`config.mk`:
```
export PLATFORM = sky130hd
export DESIGN_NAME = epm_slave_prog
export DESIGN_NICKNAME = d
export VERILOG_FILES = /design/src/rtl/epm_pkg.sv /design/src/rtl/epm_strobe_sync.sv /design/src/rtl/epm_addr_unit.sv /design/src/rtl/epm_write_seq.sv /design/src/rtl/epm_slave_prog.sv
export SDC_FILE = /design/constraint.sdc
export NUM_CORES = 1
export LEC_CHECK = 0
export BUFFER_PORTS_ARGS = -buffer_cell sky130_fd_sc_hd__buf_2
export CORE_UTILIZATION = 25
export CTS_CLUSTER_SIZE = 40
export DETAILED_ROUTE_END_ITERATION = 10
export RECOVER_POWER = 100
export SLEW_MARGIN = 0
export SYNTH_ARGS = -nofsm -noshare
export SYNTH_HDL_FRONTEND = slang
export SYNTH_SLANG_ARGS = --single-unit
```
`constraint.sdc`:
```
create_clock -name clk -period 3.8 [get_ports clk]
set_clock_uncertainty 0.05 [all_clocks]
set_input_delay 0.19 -clock clk [delete_from_list [all_inputs] [get_ports clk]]
set_output_delay 0.19 -clock clk [all_outputs]
set_load 0.05 [all_outputs]
```
`src/rtl/epm_pkg.sv`:
```
`timescale 1ns/1ps
package epm_pkg;
  localparam int unsigned WORD_W = 16;

  typedef enum logic [1:0] {
    SEQ_IDLE   = 2'd0,
    SEQ_WRITE  = 2'd1,
    SEQ_VERIFY = 2'd2
  } seq_state_e;

  // Byte address carried by a command word: bit 0 is the operation select.
  function automatic logic [WORD_W-1:0] cmd_addr(input logic [WORD_W-1:0] w);
    return {w[WORD_W-1:1], 1'b0};
  endfunction

  // Operation select: 1 = program, 0 = dump.
  function automatic logic cmd_is_prog(input logic [WORD_W-1:0] w);
    return w[0];
  endfunction

  // Sequential word step, wraps modulo 2^WORD_W.
  function automatic logic [WORD_W-1:0] step_addr(input logic [WORD_W-1:0] a,
                                                  input int unsigned step);
    logic [WORD_W-1:0] s;
    s = WORD_W'(step);
    return a + s;
  endfunction
endpackage

```
`src/rtl/epm_strobe_sync.sv`:
```
`timescale 1ns/1ps
module epm_strobe_sync #(
  parameter int unsigned NUM       = 4,
  parameter int unsigned STAGES    = 2,
  parameter logic [NUM-1:0] RISE_MASK = '0
) (
  input  logic           clk,
  input  logic           rst_n,
  input  logic [NUM-1:0] pin_n,
  output logic [NUM-1:0] edge_ev
);
  localparam int unsigned TOP = STAGES;

  for (genvar g = 0; g < NUM; g++) begin : g_ch
    logic [TOP:0] sh_q;
    always_ff @(posedge clk or negedge rst_n) begin
      if (!rst_n) sh_q <= '1;
      else        sh_q <= {sh_q[TOP-1:0], pin_n[g]};
    end
    if (RISE_MASK[g]) begin : g_rise
      assign edge_ev[g] = ~sh_q[TOP] & sh_q[TOP-1];
    end else begin : g_fall
      assign edge_ev[g] = sh_q[TOP] & ~sh_q[TOP-1];
    end
  end
endmodule

```
`src/rtl/epm_addr_unit.sv`:
```
`timescale 1ns/1ps
module epm_addr_unit
  import epm_pkg::*;
#(
  parameter int unsigned ADDR_STEP = 2
) (
  input  logic              clk,
  input  logic              rst_n,
  input  logic              addr_ev,
  input  logic              inc_ev,
  input  logic              busy,
  input  logic              done,
  input  logic [WORD_W-1:0] cmd_in,
  output logic [WORD_W-1:0] addr_q,
  output logic              prog_mode,
  output logic              inc_taken
);
  logic              pend_q;
  logic [WORD_W-1:0] pend_word_q;

  assign inc_taken = inc_ev & ~busy;

  always_ff @(posedge clk or negedge rst_n) begin
    if (!rst_n) begin
      addr_q      <= '0;
      prog_mode   <= 1'b0;
      pend_q      <= 1'b0;
      pend_word_q <= '0;
    end else if (done) begin
      pend_q <= 1'b0;
      if (addr_ev) begin
        addr_q    <= cmd_addr(cmd_in);
        prog_mode <= cmd_is_prog(cmd_in);
      end else if (pend_q) begin
        addr_q    <= cmd_addr(pend_word_q);
        prog_mode <= cmd_is_prog(pend_word_q);
      end
    end else if (busy) begin
      if (addr_ev) begin
        pend_q      <= 1'b1;
        pend_word_q <= cmd_in;
      end
    end else begin
      if (addr_ev) begin
        addr_q    <= cmd_addr(cmd_in);
        prog_mode <= cmd_is_prog(cmd_in);
      end else if (inc_ev) begin
        addr_q <= step_addr(addr_q, ADDR_STEP);
      end
    end
  end
endmodule

```
`src/rtl/epm_write_seq.sv`:
```
`timescale 1ns/1ps
module epm_write_seq
  import epm_pkg::*;
(
  input  logic              clk,
  input  logic              rst_n,
  input  logic              prog_ev,
  input  logic              prog_rise,
  input  logic              inc_taken,
  input  logic              prog_mode,
  input  logic [WORD_W-1:0] data_in,
  input  logic              mem_ack,
  input  logic [WORD_W-1:0] mem_rdata,
  output logic              busy,
  output logic              done,
  output logic              mem_wr,
  output logic [WORD_W-1:0] wdata_q,
  output logic              verify_pass,
  output logic              word_ok,
  output logic              all_ok,
  output logic              dump_oe,
  output logic [WORD_W-1:0] dump_q
);
  seq_state_e state_q;

  assign busy        = (state_q != SEQ_IDLE);
  assign done        = (state_q == SEQ_VERIFY);
  assign mem_wr      = (state_q == SEQ_WRITE);
  assign verify_pass = (mem_rdata == wdata_q);

  always_ff @(posedge clk or negedge rst_n) begin
    if (!rst_n) begin
      state_q <= SEQ_IDLE;
      wdata_q <= '0;
      word_ok <= 1'b0;
      all_ok  <= 1'b1;
      dump_oe <= 1'b0;
      dump_q  <= '0;
    end else begin
      case (state_q)
        SEQ_IDLE: begin
          if (prog_ev) begin
            if (prog_mode) begin
              state_q <= SEQ_WRITE;
              wdata_q <= data_in;
              word_ok <= 1'b0;
            end else begin
              dump_q  <= mem_rdata;
              dump_oe <= 1'b1;
            end
          end
          if (inc_taken) word_ok <= 1'b0;
        end
        SEQ_WRITE: begin
          if (mem_ack) state_q <= SEQ_VERIFY;
        end
        SEQ_VERIFY: begin
          state_q <= SEQ_IDLE;
          word_ok <= verify_pass;
          all_ok  <= all_ok & verify_pass;
        end
        default: state_q <= SEQ_IDLE;
      endcase
      if (prog_rise) dump_oe <= 1'b0;
    end
  end
endmodule

```
`src/rtl/epm_slave_prog.sv`:
```
`timescale 1ns/1ps
module epm_slave_prog
  import epm_pkg::*;
#(
  parameter int unsigned ADDR_STEP   = 2,
  parameter int unsigned SYNC_STAGES = 2
) (
  input  logic              clk,
  input  logic              rst_n,
  input  logic              addr_stb_n,
  input  logic              data_stb_n,
  input  logic              inc_n,
  input  logic [WORD_W-1:0] pbus_in,
  output logic [WORD_W-1:0] pbus_out,
  output logic              pbus_oe,
  output logic              mem_wr,
  output logic [WORD_W-1:0] mem_addr,
  output logic [WORD_W-1:0] mem_wdata,
  input  logic [WORD_W-1:0] mem_rdata,
  input  logic              mem_ack,
  output logic              word_ok,
  output logic              all_ok,
  output logic              busy_n
);
  // channel 0: address fall, 1: data fall, 2: increment fall, 3: data rise
  localparam int unsigned NCH = 4;
  localparam logic [NCH-1:0] RISE_SEL = 4'b1000;

  logic [NCH-1:0] ev;
  logic addr_ev, prog_ev, inc_ev, prog_rise;
  logic inc_taken, busy, done, prog_mode, verify_pass;

  epm_strobe_sync #(.NUM(NCH), .STAGES(SYNC_STAGES), .RISE_MASK(RISE_SEL)) u_sync (
    .clk     (clk),
    .rst_n   (rst_n),
    .pin_n   ({data_stb_n, inc_n, data_stb_n, addr_stb_n}),
    .edge_ev (ev)
  );

  assign addr_ev   = ev[0];
  assign prog_ev   = ev[1];
  assign inc_ev    = ev[2];
  assign prog_rise = ev[3];

  epm_addr_unit #(.ADDR_STEP(ADDR_STEP)) u_addr (
    .clk       (clk),
    .rst_n     (rst_n),
    .addr_ev   (addr_ev),
    .inc_ev    (inc_ev),
    .busy      (busy),
    .done      (done),
    .cmd_in    (pbus_in),
    .addr_q    (mem_addr),
    .prog_mode (prog_mode),
    .inc_taken (inc_taken)
  );

  epm_write_seq u_seq (
    .clk         (clk),
    .rst_n       (rst_n),
    .prog_ev     (prog_ev),
    .prog_rise   (prog_rise),
    .inc_taken   (inc_taken),
    .prog_mode   (prog_mode),
    .data_in     (pbus_in),
    .mem_ack     (mem_ack),
    .mem_rdata   (mem_rdata),
    .busy        (busy),
    .done        (done),
    .mem_wr      (mem_wr),
    .wdata_q     (mem_wdata),
    .verify_pass (verify_pass),
    .word_ok     (word_ok),
    .all_ok      (all_ok),
    .dump_oe     (pbus_oe),
    .dump_q      (pbus_out)
  );

  assign busy_n = ~busy;
endmodule

```
# Word level (Yosys, flattened, before mapping)
# Index checks and enable logic that the tools add are counted.
# Widths: inputs -> output; s select.
word_totals:
  output_inout_bits: 53
  inputBits: 38
  register_bits: 83
classes:
  reduce_logical: 18
  n_eq_ne: 11
  add_sub_neg: 1
  muxes: 26
  n_bitwise: 13
op_table:
  columns: ["cell", "count"]
  rows:
  - ["$mux 16", 6]
  - ["$reduce_and 3->1", 8]
  - ["$add 16x2->16 const B", 1]
  - ["$eq 16x16->1", 1]
  - ["$mux 1", 15]
  - ["$reduce_bool 2->1", 7]
  - ["$not 1->1", 7]
  - ["$and 1x1->1", 6]
  - ["$mux 2", 3]
  - ["$ne 2x2->1 const B", 3]
  - ["$ne 3x3->1 const B", 2]
  - ["$ne 2x1->1 const B", 2]
  - ["$pmux 2 s2", 1]
  - ["$ne 3x2->1 const B", 1]
  - ["$reduce_bool 3->1", 1]
  - ["$eq 2x1->1 const B", 1]
  - ["$eq 2x2->1 const B", 1]
  - ["$logic_not 2->1", 1]
  - ["$pmux 1 s2", 1]
  - ["$reduce_and 2->1", 1]

# Logic depth before layout (Yosys ltp)
logic_depth:
  depth_word: 6
  ltp_mapped: 7

# Hierarchy
# Synthesis repeated with hierarchy kept, for this count alone.
unflattened:
  hier_cells: 302
  area_unflattened_um2: 3818.7
by_module_without_submodules:
  columns: ["module", "cells_per_inst", "n_inst", "area_per_inst_um2", "seq_area_each_um2"]
  rows:
  - ["epm_addr_unit", 175, 1, 1814.2, 825.8]
  - ["epm_write_seq", 110, 1, 1630.3, 927.1]
  - ["epm_strobe_sync", 16, 1, 370.4, 315.3]
  - ["epm_slave_prog", 1, 1, 3.8, 0.0]

# Worst setup path before layout
# OpenSTA, ideal clock, no wires.
synth_path:
  kind: "flip-flop to flip-flop"
  from: "register u_addr.addr_q[1]"
  to: "register u_addr.addr_q[15]"
  stages_incl_launch_ff: 6
  synth_period_minus_slack_ps: 1900
  setup_slack_ps: 1900
  required_time_ps: 3626
  setup_ps: 124
  arrival_time_ps: 1726
  path_buffers: 0
  path_cell_list: "dfrtp_1 -> ha_1 -> nand4_1 -> nor4_1 -> a21oi_1 -> a2bb2oi_1"
synth_via:
  elab_chain_len: 5
synth_rtl:
  columns: ["element", "line_no", "text"]
  rows:
  - ["start, declared", "epm_addr_unit.sv:14", "output logic [WORD_W-1:0] addr_q,"]
  - ["start signal, assigned", "epm_addr_unit.sv:32", "addr_q <= cmd_addr(cmd_in);"]
  - ["start signal, assigned", "epm_addr_unit.sv:35", "addr_q <= cmd_addr(pend_word_q);"]
  - ["start signal, assigned", "epm_addr_unit.sv:45", "addr_q <= cmd_addr(cmd_in);"]
  - ["$add 16x2->16", "epm_pkg.sv:26", "return a + s;"]
  - ["$mux 16", "epm_addr_unit.sv:47", "end else if (inc_ev) begin"]
  - ["$mux 16", "epm_addr_unit.sv:44", "if (addr_ev) begin"]
  - ["$mux 16", "epm_addr_unit.sv:38", "end else if (busy) begin"]
  - ["$mux 16", "epm_addr_unit.sv:29", "end else if (done) begin"]
# No other way between the ends. The select of a mux whose other input is x is not followed.
# A chain may end at the register's enable or synchronous reset.

# Worst setup path in the final report
layout_path:
  from: "register u_sync.g_ch[0].sh_q[2]"
  to: "register u_addr.addr_q[13]"
layout_via:
  elab_chain_len: 4
  elab_cells_between_ends: 8
  classes_between: "1 x eq/ne; 4 x mux; 1 x bitwise; 2 x reduce/logical"
layout_rtl:
  columns: ["element", "line_no", "text"]
  rows:
  - ["start, declared", "epm_strobe_sync.sv:15", "logic [TOP:0] sh_q;"]
  - ["start signal, assigned", "epm_strobe_sync.sv:18", "else sh_q <= {sh_q[TOP-1:0], pin_n[g]};"]
  - ["$and 1x1->1 (*)", "epm_strobe_sync.sv:23", "assign edge_ev[g] = sh_q[TOP] & ~sh_q[TOP-1];"]
  - ["$mux 16", "epm_addr_unit.sv:44", null]
  - ["$mux 16", "epm_addr_unit.sv:38", null]
  - ["$mux 16", "epm_addr_unit.sv:29", null]
  - ["end signal, assigned", "epm_addr_unit.sv:32", null]
  - ["end signal, assigned", "epm_addr_unit.sv:45", null]
  - ["end signal, assigned", "epm_addr_unit.sv:48", "addr_q <= step_addr(addr_q, ADDR_STEP);"]
# Every way passes the cells marked *; elsewhere a longest branch is shown, timed or not. The select of a mux whose other input is x is not followed.

==> run summary <==
The Yosys step of the flow raised 0 warnings. Leaving out fill and tap cells, the most frequent cell in the layout is sky130_fd_sc_hd__dfrtp_1. The floorplan row count came out at 45. The signal on the critical path passes through nor2b_4 -> o31a_1 -> nand2_1 -> a221oi_1. The synthesized design contains 79 register bits.

The synthesized area divided by synthesized cell count came out at around 12 sq um. The maximum clock path buffer count is 2. Adding up every negative setup slack in the final design gives 0 ps. The parity-gate share of the synthesized area counting xor and xnor cells came out at between 3 and 4%. The DRC violation count after routing is 0. Setup repair after global routing left no endpoint under its margin.

The CTS tree is built. The number of buffers added to fix hold violations after cts came out at 3. The run finished, with violations left. In the synthesized netlist the dominant register cell turns out to be sky130_fd_sc_hd__dfrtp_1.

The buffers inserted during post-CTS setup optimization came out at 0. The number of enable-type register cells in the synthesized netlist came out at 0. The endpoint kind of the worst setup timing path is a register. The die covers ~0.016 sq mm.

The largest net degree at the start of global routing is 80. The core area is between 0.015 and 0.02 sq mm. The max-cap violation count is 1. The period utilization came out at slightly above 70%. The fraction of final layout cells with drive strength greater than 1 came out at 27.5%.

The vertical die dimension is between 100 and 150 microns. The leftover overflow at the end of global routing is 0. The die is between 100 and 150 microns wide. The DRC violation total after the first TritonRoute iteration came out at 243. The portion of the post-synthesis area used by sequential elements came out at slightly above 50%. After clock tree synthesis, the clock-pin slew on the worst setup and hold paths is roughly 60 ps. The classification of the worst setup path is register to register. The total nets after synthesis is between 300 and 400. The post-synthesis async set-or-reset flop share came out at 100%. The post-detailed-route via-to-cell ratio came out at approximately 5.

The number of antenna violations at the first check in global routing is 1. 0 antenna diodes ended up in the layout. The wire length of the first global-routing pass is 16.4 mm. At the end of routability-driven placement, the weighted congestion stood at about 0.83. The leakage power came out at between 1.5 and 2 nW. The top achievable clock speed came out at ~370 MHz. The relative area change from synthesis to final layout came out at 21.4%. The synthesized netlist devotes a little under an eighth of its cell area to simple gates. The tree built by TritonCTS fans out to 79 sinks.

For the pin with the worst max-slew slack, the measured transition is between 1500 and 2000 ps. In the final routed layout, each cell accounts on average for approximately 17 microns. The synthesized netlist occupies a cell area of just under 0.004 sq mm. The number of global-route vias before repair is a little over 3000.

The count of TritonRoute iterations in the first routing pass is 4. Of the total synthesized cell area, the portion taken by full adders, half adders and majority gates is 0.970%. The initial core utilization came out at between 20% and 30%.

The worst setup path is launched from a register. The number of cells produced by synthesis came out at 319. The number of inserted filler cells in the final layout came out at ~1600. The time the worst path needs with I/O delays and setup came out at roughly 2700 ps. Summed over all layers, the routed wires come to just over 10 mm.

The total number of nets in the final design is approximately 450. The completed layout was analyzed and its total power is around 4.6 mW. The portion of netlist area occupied by mux cells came out at ~15%. The complex-gate fraction of the synthesized area came out at between 10% and 20%. The root buffer cell chosen for the clock tree is sky130_fd_sc_hd__clkbuf_16. The data arrival time of the critical path came out at 2880 ps. The worst hold path belongs to the class primary input to register. On the critical path, the stage with the largest delay is an instance of sky130_fd_sc_hd__dfstp_1. The delay of the slowest critical-path stage is 610 ps. Clock latency on the worst-skew pair, taken at its later pin, is about 340 ps. The number of gates given a new drive strength after cts is 0. The placed wire-length estimate came out at 7.48 mm. On the critical path the largest part of the delay comes from compound AO/OA/AOI/OAI gates. The number of top-level pins is slightly above 90. In this run the power density over the cells is 969 mW/mm^2.

The H-tree generated during clock tree synthesis spans 3 levels. The endpoint required time on the critical path is between 3000 and 4000 ps. The multi-input combinational cell area came out at roughly 0.0017 sq mm.

The number of buffers and inverters on the critical path is 0. The final reports fail on max-capacitance violations, max-slew violations. The via count came out at approximately 2900. The total setup violations reported at the end of the flow came out at 0. The top fanout value on the critical path came out at 26. The count of unique library cells instantiated by Yosys came out at 53. During placement, the flow inserted port buffers numbering 89. Headroom to the max-slew limit came out at -33.3%. The total routing resource utilization after global routing is roughly 13%. The number of antenna-violating nets in the routed design is 0.

The number of max-slew violations in the final report is 80. VDD sags by at most ~0.35 mV. The count of endpoints failing hold in the final timing report is 0. Counting the buffers created by CTS gives 9. In the final layout, flip-flops and latches occupy 0.00199 sq mm.

The largest family of logic cells by synthesized area is multiplexers. In the layout the commonest cells are sky130_fd_sc_hd__dfrtp_1 (69), sky130_fd_sc_hd__clkbuf_1 (53), sky130_fd_sc_hd__mux2_2 (49).
==> Yosys cell counts (all sizes together) (2+ instances only) <==
master | instances | share of area (%)
dfstp | 10 | 6.8
a21oi | 10 | 1.3
nand2 | 12 | 1.3
o31ai | 5 | 1.3
nand3b | 5 | 0.97
nor2 | 16 | 1.9
nand2b | 7 | 1.3
a211o | 3 | 0.68
a31oi | 4 | 0.65
a2bb2oi | 3 | 0.68
or3 | 2 | 0.45
ha | 3 | 0.97
nor2b | 7 | 1.3
dfrtp | 69 | 45
xor2 | 16 | 3.6
a222oi | 5 | 1.3
o2bb2ai | 5 | 1.1
a211oi | 2 | 0.39
a221oi | 3 | 0.68
nor3 | 9 | 1.3
o211a | 2 | 0.52
mux2 | 49 | 14
nand3 | 6 | 0.78
buf | 15 | 3.5
nand4 | 5 | 0.81
nor4 | 9 | 1.5
inv | 14 | 1.4
o211ai | 8 | 1.6
==> cell families (layout without fill, tap and decap cells) <==
family / Yosys count / in the layout
AOI/OAI and AO/OA: 60 / 60
xor gates and xnor gates: 16 / 16
adders and majority gates: 3 / 3
buffers and inverters: 30 / 122
DFF: 79 / 79
muxes: 50 / 50
other: 1 / 1
and+or+nand+nor: 80 / 80
==> sequential cells by signal, summed over array words and instances, names as in the netlist <==
name / flops
u_addr.pend_word_q: 16
u_seq.dump_q: 16
u_seq.wdata_q: 16
u_addr.addr_q: 15
u_sync.g_ch.sh_q: 9
u_seq.state_q: 2
u_addr.pend_q: 1
u_addr.prog_mode: 1
u_seq.all_ok: 1
u_seq.dump_oe: 1
u_seq.word_ok: 1
==> report_power, final <==
group	switching [mW]	internal (mW)	total (mW)
Clock	0.346	0.660	1.01
Sequential	0.352	1.21	1.56
Combinational	1.44	0.543	1.99
==> area by class of cell <==
type	instances	share of cell area [%]
multi-input cells	210	35.4
flip-flops and latches	79	42.3
clock inverters	5	2.24
clock buffers	11	5.17
inverters	14	1.12
well taps	188	5.01
repair buffers	92	8.74
==> routing by layer <==
layer / vias to the layer above / routed length (microns) / global-route usage, % / share of wire [%]
met5: - / 8 / 0 / 0.079
met3: 14 / 654 / 4.26 / 6.4
li1: 1353 / - / - / -
met4: 2 / 99 / 4.11 / 0.97
met1: 1460 / 4510 / 17.0 / 44
met2: 101 / 4910 / 21.6 / 48
==> worst reg2reg max path, stage by stage, from the launching register on <==
cell                       delay, ps
sky130_fd_sc_hd__dfstp_1         610
sky130_fd_sc_hd__nor2b_4         580
sky130_fd_sc_hd__o31a_1          570
sky130_fd_sc_hd__nand2_1         380
sky130_fd_sc_hd__a221oi_1        400
==> stage by stage <==
step / worst slack, ps / hold slack, ps / area [sq um] / utilization [%] / std cells
after global routing: 851 / 55.7 / 4700 / 31.0 / 599
after floorplan: 1900 / -156 / 3870 / - / 319
after CTS: 1640 / 20.1 / 4790 / 31.6 / 599
after detailed placement: 1640 / 247 / 4410 / 29.1 / 580
final: 1100 / 57.2 / 4700 / 31.0 / 599
after global placement: 1730 / 245 / 4410 / 29.1 / 580
==> final timing paths <==
check                                  startpoint                     end  slack (ps)  cells after the start
min in group asynchronous                   rst_n        u_seq.dump_q[12]         360                      1
max                        u_sync.g_ch[0].sh_q[2]       u_addr.addr_q[13]        1100                      4
max in group asynchronous                   rst_n        u_seq.wdata_q[9]        2150                      1
min reg2reg                u_sync.g_ch[1].sh_q[0]  u_sync.g_ch[1].sh_q[1]         310                      0
min                                 mem_rdata[13]        u_seq.dump_q[13]          60                      2
max reg2reg                u_sync.g_ch[0].sh_q[2]       u_addr.addr_q[13]        1100                      4
Power figures use the tool's default switching activity.
